$ cat config.mk
export PLATFORM = sky130hd
export DESIGN_NAME = dbg_sba_engine
export DESIGN_NICKNAME = d
export VERILOG_FILES = /design/src/rtl/dbg_sba_pkg.sv /design/src/rtl/dbg_sba_addr_word.sv /design/src/rtl/dbg_sba_fsm.sv /design/src/rtl/dbg_sba_engine.sv
export SDC_FILE = /design/constraint.sdc
export NUM_CORES = 1
export LEC_CHECK = 0
export ABC_AREA = 1
export BUFFER_PORTS_ARGS = -buffer_cell sky130_fd_sc_hd__buf_2
export CAP_MARGIN = 20
export CORE_ASPECT_RATIO = 0.6
export CORE_UTILIZATION = 30
export CTS_CLUSTER_SIZE = 30
export DETAILED_ROUTE_END_ITERATION = 6
export SKIP_LAST_GASP = 1
export SLEW_MARGIN = 40
export SYNTH_ARGS = -nofsm -noshare
export SYNTH_HDL_FRONTEND = slang
export SYNTH_SLANG_ARGS = --single-unit
$ cat constraint.sdc
create_clock -name clk -period 8.44 [get_ports clk]
set_input_delay 1.266 -clock clk [delete_from_list [all_inputs] [get_ports clk]]
set_output_delay 1.266 -clock clk [all_outputs]
set_load 0.01 [all_outputs]
$ cat src/rtl/dbg_sba_pkg.sv
`timescale 1ns/1ps
package dbg_sba_pkg;

    typedef enum logic [1:0] {
        SB_IDLE    = 2'd0,
        SB_RD_WAIT = 2'd1,
        SB_WR_WAIT = 2'd2
    } sb_state_e;

    // control word field positions
    localparam int CF_RD_ON_ADDR = 0;
    localparam int CF_RD_ON_DATA = 1;
    localparam int CF_AUTOINC    = 2;
    localparam int CF_SIZE_LO    = 4;
    localparam int CF_ERR_LO     = 8;
    localparam int CF_BUSY       = 12;
    localparam int CF_BUSY_ERR   = 13;
    localparam int CF_CAP_LO     = 16;
    localparam int CF_VER_LO     = 28;

    localparam logic [2:0] ERR_NONE  = 3'd0;
    localparam logic [2:0] ERR_FAULT = 3'd2;
    localparam logic [2:0] ERR_SIZE  = 3'd3;

endpackage

$ cat src/rtl/dbg_sba_addr_word.sv
`timescale 1ns/1ps
module dbg_sba_addr_word (
    input  logic        clk,
    input  logic        rst_n,
    input  logic        load,
    input  logic [31:0] load_val,
    input  logic        inc,
    input  logic [31:0] addend,
    output logic [31:0] word_q,
    output logic        carry_o
);

    logic [32:0] sum;

    always_comb begin
        sum     = {1'b0, word_q} + {1'b0, addend};
        carry_o = sum[32];
    end

    always_ff @(posedge clk) begin
        if (!rst_n) begin
            word_q <= '0;
        end else if (load) begin
            word_q <= load_val;
        end else if (inc) begin
            word_q <= sum[31:0];
        end
    end

endmodule

$ cat src/rtl/dbg_sba_fsm.sv
`timescale 1ns/1ps
module dbg_sba_fsm
    import dbg_sba_pkg::*;
(
    input  logic clk,
    input  logic rst_n,
    input  logic start_rd,
    input  logic start_wr,
    input  logic rsp_valid,
    input  logic rsp_err,
    output logic busy,
    output logic req,
    output logic req_we,
    output logic rd_done,
    output logic wr_done,
    output logic fault
);

    sb_state_e st_q, st_d;

    always_ff @(posedge clk) begin
        if (!rst_n) begin
            st_q <= SB_IDLE;
        end else begin
            st_q <= st_d;
        end
    end

    always_comb begin
        st_d = st_q;
        unique case (st_q)
            SB_IDLE: begin
                if (start_rd) begin
                    st_d = SB_RD_WAIT;
                end else if (start_wr) begin
                    st_d = SB_WR_WAIT;
                end
            end
            SB_RD_WAIT: if (rsp_valid) st_d = SB_IDLE;
            SB_WR_WAIT: if (rsp_valid) st_d = SB_IDLE;
            default:    st_d = SB_IDLE;
        endcase
    end

    always_comb begin
        busy    = 1'b0;
        req     = 1'b0;
        req_we  = 1'b0;
        rd_done = 1'b0;
        wr_done = 1'b0;
        fault   = 1'b0;
        unique case (st_q)
            SB_IDLE: begin
            end
            SB_RD_WAIT: begin
                busy    = 1'b1;
                req     = 1'b1;
                rd_done = rsp_valid && !rsp_err;
                fault   = rsp_valid && rsp_err;
            end
            SB_WR_WAIT: begin
                busy    = 1'b1;
                req     = 1'b1;
                req_we  = 1'b1;
                wr_done = rsp_valid && !rsp_err;
                fault   = rsp_valid && rsp_err;
            end
            default: begin
            end
        endcase
    end

endmodule

$ cat src/rtl/dbg_sba_engine.sv
`timescale 1ns/1ps
module dbg_sba_engine
    import dbg_sba_pkg::*;
#(
    parameter int MAX_BUS_BITS = 64,
    parameter int BUS_ADDR_W   = 64,
    parameter int ADDR_WORDS   = 4,
    parameter int DATA_WORDS   = 4,
    parameter int REG_AW       = 4
) (
    input  logic                  clk,
    input  logic                  rst_n,
    input  logic [REG_AW-1:0]     reg_addr,
    input  logic [31:0]           reg_wdata,
    input  logic                  reg_we,
    input  logic                  reg_re,
    output logic [31:0]           reg_rdata,
    output logic                  bus_req,
    output logic                  bus_we,
    output logic [BUS_ADDR_W-1:0] bus_addr,
    output logic [2:0]            bus_size,
    output logic [63:0]           bus_wdata,
    input  logic                  bus_rsp_valid,
    input  logic [63:0]           bus_rdata,
    input  logic                  bus_rsp_err
);

    localparam int  HAS_BUS   = (MAX_BUS_BITS >= 8) ? 1 : 0;
    localparam int  MAX_CODE  = (MAX_BUS_BITS >= 64) ? 3 :
                                (MAX_BUS_BITS >= 32) ? 2 :
                                (MAX_BUS_BITS >= 16) ? 1 : 0;
    localparam int  ADDR_BITS = 32 * ADDR_WORDS;
    localparam int  ADDR_BASE = 1;
    localparam int  DATA_BASE = ADDR_BASE + ADDR_WORDS;
    localparam logic [3:0] CAPS = {(MAX_BUS_BITS >= 64), (MAX_BUS_BITS >= 32),
                                   (MAX_BUS_BITS >= 16), (MAX_BUS_BITS >= 8)};
    localparam logic [3:0] VERSION = (HAS_BUS != 0) ? 4'd1 : 4'd0;

    // ---------------- mode and status state
    logic        rd_on_addr_q, rd_on_data_q, autoinc_q;
    logic [2:0]  size_q;
    logic [2:0]  err_q, err_d;
    logic        busy_err_q;
    logic [DATA_WORDS-1:0][31:0] data_q;
    logic [ADDR_WORDS-1:0][31:0] addr_w;
    logic [ADDR_BITS-1:0]        addr_flat;

    // ---------------- decode
    logic                  ctrl_wr;
    logic [ADDR_WORDS-1:0] addr_sel_wr;
    logic [DATA_WORDS-1:0] data_sel_wr;
    logic                  data0_rd;
    logic                  any_word_wr;

    always_comb begin
        ctrl_wr  = reg_we && (reg_addr == REG_AW'(0));
        data0_rd = reg_re && (reg_addr == REG_AW'(DATA_BASE));
        for (int i = 0; i < ADDR_WORDS; i++) begin
            addr_sel_wr[i] = reg_we && (reg_addr == REG_AW'(ADDR_BASE + i));
        end
        for (int i = 0; i < DATA_WORDS; i++) begin
            data_sel_wr[i] = reg_we && (reg_addr == REG_AW'(DATA_BASE + i));
        end
        any_word_wr = (|addr_sel_wr) || (|data_sel_wr);
    end

    // ---------------- transfer controller
    logic busy, fsm_req, fsm_we, rd_done, wr_done, bus_fault;
    logic start_rd, start_wr;

    dbg_sba_fsm u_fsm (
        .clk       (clk),
        .rst_n     (rst_n),
        .start_rd  (start_rd),
        .start_wr  (start_wr),
        .rsp_valid (bus_rsp_valid),
        .rsp_err   (bus_rsp_err),
        .busy      (busy),
        .req       (fsm_req),
        .req_we    (fsm_we),
        .rd_done   (rd_done),
        .wr_done   (wr_done),
        .fault     (bus_fault)
    );

    // ---------------- trigger qualification
    logic size_ok, trig_rd_addr, trig_rd_data, trig_wr, need_size, size_fault;
    logic inc_en, busy_hit;

    always_comb begin
        size_ok      = (HAS_BUS != 0) && (int'(size_q) <= MAX_CODE);
        trig_rd_addr = addr_sel_wr[0] && !busy && rd_on_addr_q && (err_q == ERR_NONE);
        trig_rd_data = data0_rd && !busy && (err_q == ERR_NONE);
        trig_wr      = data_sel_wr[0] && !busy && (err_q == ERR_NONE);
        need_size    = trig_rd_addr || trig_wr ||
                       (trig_rd_data && (autoinc_q || rd_on_data_q));
        size_fault   = need_size && !size_ok;
        start_rd     = size_ok && (trig_rd_addr || (trig_rd_data && rd_on_data_q));
        start_wr     = size_ok && trig_wr;
        inc_en       = autoinc_q && ((size_ok && trig_rd_data) || wr_done);
        busy_hit     = busy && (any_word_wr || data0_rd);
    end

    // ---------------- address words with rippling carry
    logic [ADDR_WORDS:0] carry;
    logic [31:0]         step_bytes;

    assign step_bytes = 32'd1 << size_q[1:0];
    assign carry[0]   = 1'b0;

    generate
        for (genvar gi = 0; gi < ADDR_WORDS; gi++) begin : g_addr
            logic [31:0] addend;
            if (gi == 0) begin : g_lsw
                assign addend = step_bytes;
            end else begin : g_upper
                assign addend = {31'd0, carry[gi]};
            end
            dbg_sba_addr_word u_word (
                .clk      (clk),
                .rst_n    (rst_n),
                .load     (addr_sel_wr[gi] && !busy),
                .load_val (reg_wdata),
                .inc      (inc_en),
                .addend   (addend),
                .word_q   (addr_w[gi]),
                .carry_o  (carry[gi+1])
            );
        end
    endgenerate

    assign addr_flat = addr_w;

    // ---------------- error field next value
    always_comb begin
        err_d = err_q;
        if (ctrl_wr) begin
            err_d = err_q & ~reg_wdata[CF_ERR_LO +: 3];
        end
        if (size_fault) begin
            err_d = ERR_SIZE;
        end
        if (bus_fault) begin
            err_d = ERR_FAULT;
        end
    end

    // ---------------- control state registers
    always_ff @(posedge clk) begin
        if (!rst_n) begin
            rd_on_addr_q <= 1'b0;
            rd_on_data_q <= 1'b0;
            autoinc_q    <= 1'b0;
            size_q       <= '0;
            err_q        <= ERR_NONE;
            busy_err_q   <= 1'b0;
        end else begin
            err_q <= err_d;
            if (ctrl_wr && !busy) begin
                rd_on_addr_q <= reg_wdata[CF_RD_ON_ADDR];
                rd_on_data_q <= reg_wdata[CF_RD_ON_DATA];
                autoinc_q    <= reg_wdata[CF_AUTOINC];
                size_q       <= reg_wdata[CF_SIZE_LO +: 3];
            end
            if (busy_hit) begin
                busy_err_q <= 1'b1;
            end else if (ctrl_wr && reg_wdata[CF_BUSY_ERR]) begin
                busy_err_q <= 1'b0;
            end
        end
    end

    // ---------------- data words
    always_ff @(posedge clk) begin
        if (!rst_n) begin
            data_q <= '0;
        end else begin
            for (int i = 0; i < DATA_WORDS; i++) begin
                if (data_sel_wr[i] && !busy) begin
                    data_q[i] <= reg_wdata;
                end
            end
            if (rd_done) begin
                unique case (size_q[1:0])
                    2'd0: data_q[0] <= {24'd0, bus_rdata[7:0]};
                    2'd1: data_q[0] <= {16'd0, bus_rdata[15:0]};
                    2'd2: data_q[0] <= bus_rdata[31:0];
                    2'd3: begin
                        data_q[0] <= bus_rdata[31:0];
                        data_q[1] <= bus_rdata[63:32];
                    end
                    default: data_q[0] <= bus_rdata[31:0];
                endcase
            end
        end
    end

    // ---------------- register read port
    logic [31:0] ctrl_word, rd_mux;

    always_comb begin
        ctrl_word = '0;
        ctrl_word[CF_RD_ON_ADDR]    = rd_on_addr_q;
        ctrl_word[CF_RD_ON_DATA]    = rd_on_data_q;
        ctrl_word[CF_AUTOINC]       = autoinc_q;
        ctrl_word[CF_SIZE_LO +: 3]  = size_q;
        ctrl_word[CF_ERR_LO +: 3]   = err_q;
        ctrl_word[CF_BUSY]          = busy;
        ctrl_word[CF_BUSY_ERR]      = busy_err_q;
        ctrl_word[CF_CAP_LO +: 4]   = CAPS;
        ctrl_word[CF_VER_LO +: 4]   = VERSION;
    end

    always_comb begin
        rd_mux = '0;
        if (reg_addr == REG_AW'(0)) begin
            rd_mux = ctrl_word;
        end
        for (int i = 0; i < ADDR_WORDS; i++) begin
            if (reg_addr == REG_AW'(ADDR_BASE + i)) rd_mux = addr_w[i];
        end
        for (int i = 0; i < DATA_WORDS; i++) begin
            if (reg_addr == REG_AW'(DATA_BASE + i)) rd_mux = data_q[i];
        end
    end

    always_ff @(posedge clk) begin
        if (!rst_n) begin
            reg_rdata <= '0;
        end else if (reg_re) begin
            reg_rdata <= rd_mux;
        end
    end

    // ---------------- bus port
    assign bus_req   = fsm_req;
    assign bus_we    = fsm_we;
    assign bus_addr  = addr_flat[BUS_ADDR_W-1:0];
    assign bus_size  = size_q;
    assign bus_wdata = {data_q[1], data_q[0]};

endmodule

==> run summary <==
Synthesis Warnings = 0
CP most frequent cell = nor2_1
Remaining Overflow, GRT = 0
CP max-delay cell = dfxtp_1
Final ANT Viol Nets = 0
H-tree Lvls = 2
Largest net degree at the start of global routing = 108
Worst-margin pin slew = 0.956 ns
CTS tree = built
Critical Path Max Stage Delay = 0.38 ns
PwrDens = 159 nW/um^2
Post-CTS Setup Bufs = 0
Sequential area share after synthesis = 30.5%
Routability cong. = 1.05
Area grow syn2layout = 11.4%
Total CTS buffers = 35
Yosys reg bits = 300
Initial Util = 30.5%
Fmax = 130 MHz
Clk_skew = 0.0448 ns
Finish-stage setup viols = 0
WP data required = 8.92 ns
Final worst-path cycle share = 90.8%
Ys async rst share = 0%
Total die area = 66800 sq um
Post-synth EDFFs = 0
Via density = 5.36
Status = finished with violations
Antenna violations before repair = 8
CP Launch Type = flop
Number of max-cap violations = 0
Most frequent cells in the layout = nand2_1, nor2_1, dfxtp_1
Commonest non-fill, non-tap cell in the layout = nand2_1
DIE HEIGHT = 201 um
Clock sinks = 300
# rows = 72
Synth cell types = 38
Crit Path Class = reg -> reg
All-Layer GR Usage = 28.3%
Maximum vdd drop = 0.000113 V
Post-DP HPWL = 72000 um
RSZ-0062 raised after global routing = false
Tot Pwr = 3500 uW
Initial DRC count = 3371
Critical path fanouts, max = 7
Max-slew headroom = 35.8%
Root Driver = clkbuf_16
CP Capture Type = flop
# port buffers = 270
Post-Syn Area = 19700 sq um
Quantity of hold-fixing buffers added after cts = 0
Hold slack final = 0.449 ns
Via count = 22500
Failing checks = DRC
Clock Latency Late Sink = 0.58 ns
Syn Nets = 3403
Wirelength per Cell = 23.4 um
DIE WIDTH = 333 um
Fin. Hold Viols = 0
Post-Synthesis Cells = 3283
Slew Limit Fails = 0
Worst-path clk slew = 0.07 ns
Period minus WS final = 7.67 ns
Detailed Routing Iterations Pass 1 = 7
Post_cts resized = 0
Final nets = 3437
HP Class = reg -> reg
IO Count = 271
First-pass GRT wire length = 140000 um
Number of global-route vias before repair = 19600
Mean Syn Cell Area = 6.01 sq um
WL final = 98100 um
Final core area utilization = 34.0%
Worst path arrival time = 8.15 ns
Max Root-Sink Buffers = 3
Post-route DRC violation count = 27
Fraction of layout cells with a size suffix above 1 = 13.0%
Synth Flop Type = dfxtp_1
Final setup TNS = 0 ns
Core box area = 64700 sq um
P_leak = 0.00902 uW
-- layout make-up --
class | count | area [sq um]
flip-flops and latches | 300 | 6010
clock inverters | 14 | 218
fillers | 7161 | 42700
inverters | 307 | 1160
well taps | 851 | 1060
clock buffers | 48 | 1010
diodes | 2 | 5.00
multi-input cells | 2374 | 10900
repair buffers | 299 | 1580
-- metrics by stage --
step                instances  setup slack, ns  cell area [sq um]
floorplan                3283             2.48              19700
global placement         4131             1.08              20700
detailed placement       4131            0.722              20700
CTS                      4193            0.659              22000
global route             4193           0.0792              22000
finish                   4195            0.775              22000
-- synthesized netlist by cell type, drive strengths merged (4+ instances only) --
cell type	number	share of area, %
buf	165	5.9
clkbuf	137	2.6
nor3	10	0.31
a31oi	28	0.89
inv	303	5.8
ha	13	0.82
a32oi	14	0.62
or2	9	0.29
nand4	70	2.3
a31o	16	0.71
xnor2	6	0.27
clkinv	4	0.076
nor2	411	8.1
dfxtp	300	30
o211ai	34	1.3
xor2	43	1.9
nand2	1062	20
a22oi	6	0.23
nand3b	31	1.2
nand3	217	5.5
a21oi	224	5.8
o21ai	174	4.4
-- cell families after synthesis --
group	count (synthesis)	synth area share, %
buffers and inverters	609	14.4
adders and majority gates	14	0.926
AOI/OAI and AO/OA	499	14.1
DFF	300	30.5
and+or+nand+nor	1812	38.0
xor gates and xnor gates	49	2.18
-- metal layers --
metal  GRT usage, %  wire length (um)
met1           43.9             45200
met2           36.8             36700
met3           8.56             13800
met4           7.03              2400
met5              0                37
-- path summary, 6_finish.rpt --
path	start	to	slack, ns	depth (start not counted)
min reg2reg	data_q[78]	data_q[78]	0.45	2
max reg2reg	bus_size[0]	g_addr[3].u_word.word_q[16]	0.77	42
max	bus_size[0]	g_addr[3].u_word.word_q[16]	0.77	42
min	data_q[78]	data_q[78]	0.45	2
-- where the power goes --
| part | switching (uW) | total [uW] | internal, uW |
|---|---|---|---|
| clock network | 704 | 1710 | 1000 |
| registers | 26.9 | 1470 | 1440 |
| logic | 255 | 331 | 76.8 |
| total | 986 | 3500 | 2520 |
-- worst max-delay path: cells and delay by family, from the launching register on --
family                   cells  cell delay [ns]
buffers and inverters        4             0.33
flip-flops                   1             0.38
XOR/XNOR                     1             0.16
adder cells (fa/ha/maj)      8             2.10
AND/OR/NAND/NOR             29             4.56
-- sequential cells by signal, indices dropped and copies added, names as in the netlist --
register              count
g_addr.u_word.word_q    128
data_q                   64
err_q                     3
rd_on_addr_q              1
autoinc_q                 1
reg_rdata                32
bus_size                  3
rd_on_data_q              1
bus_wdata                64
u_fsm.st_q                2
busy_err_q                1
(Power assumes the default switching activity.)
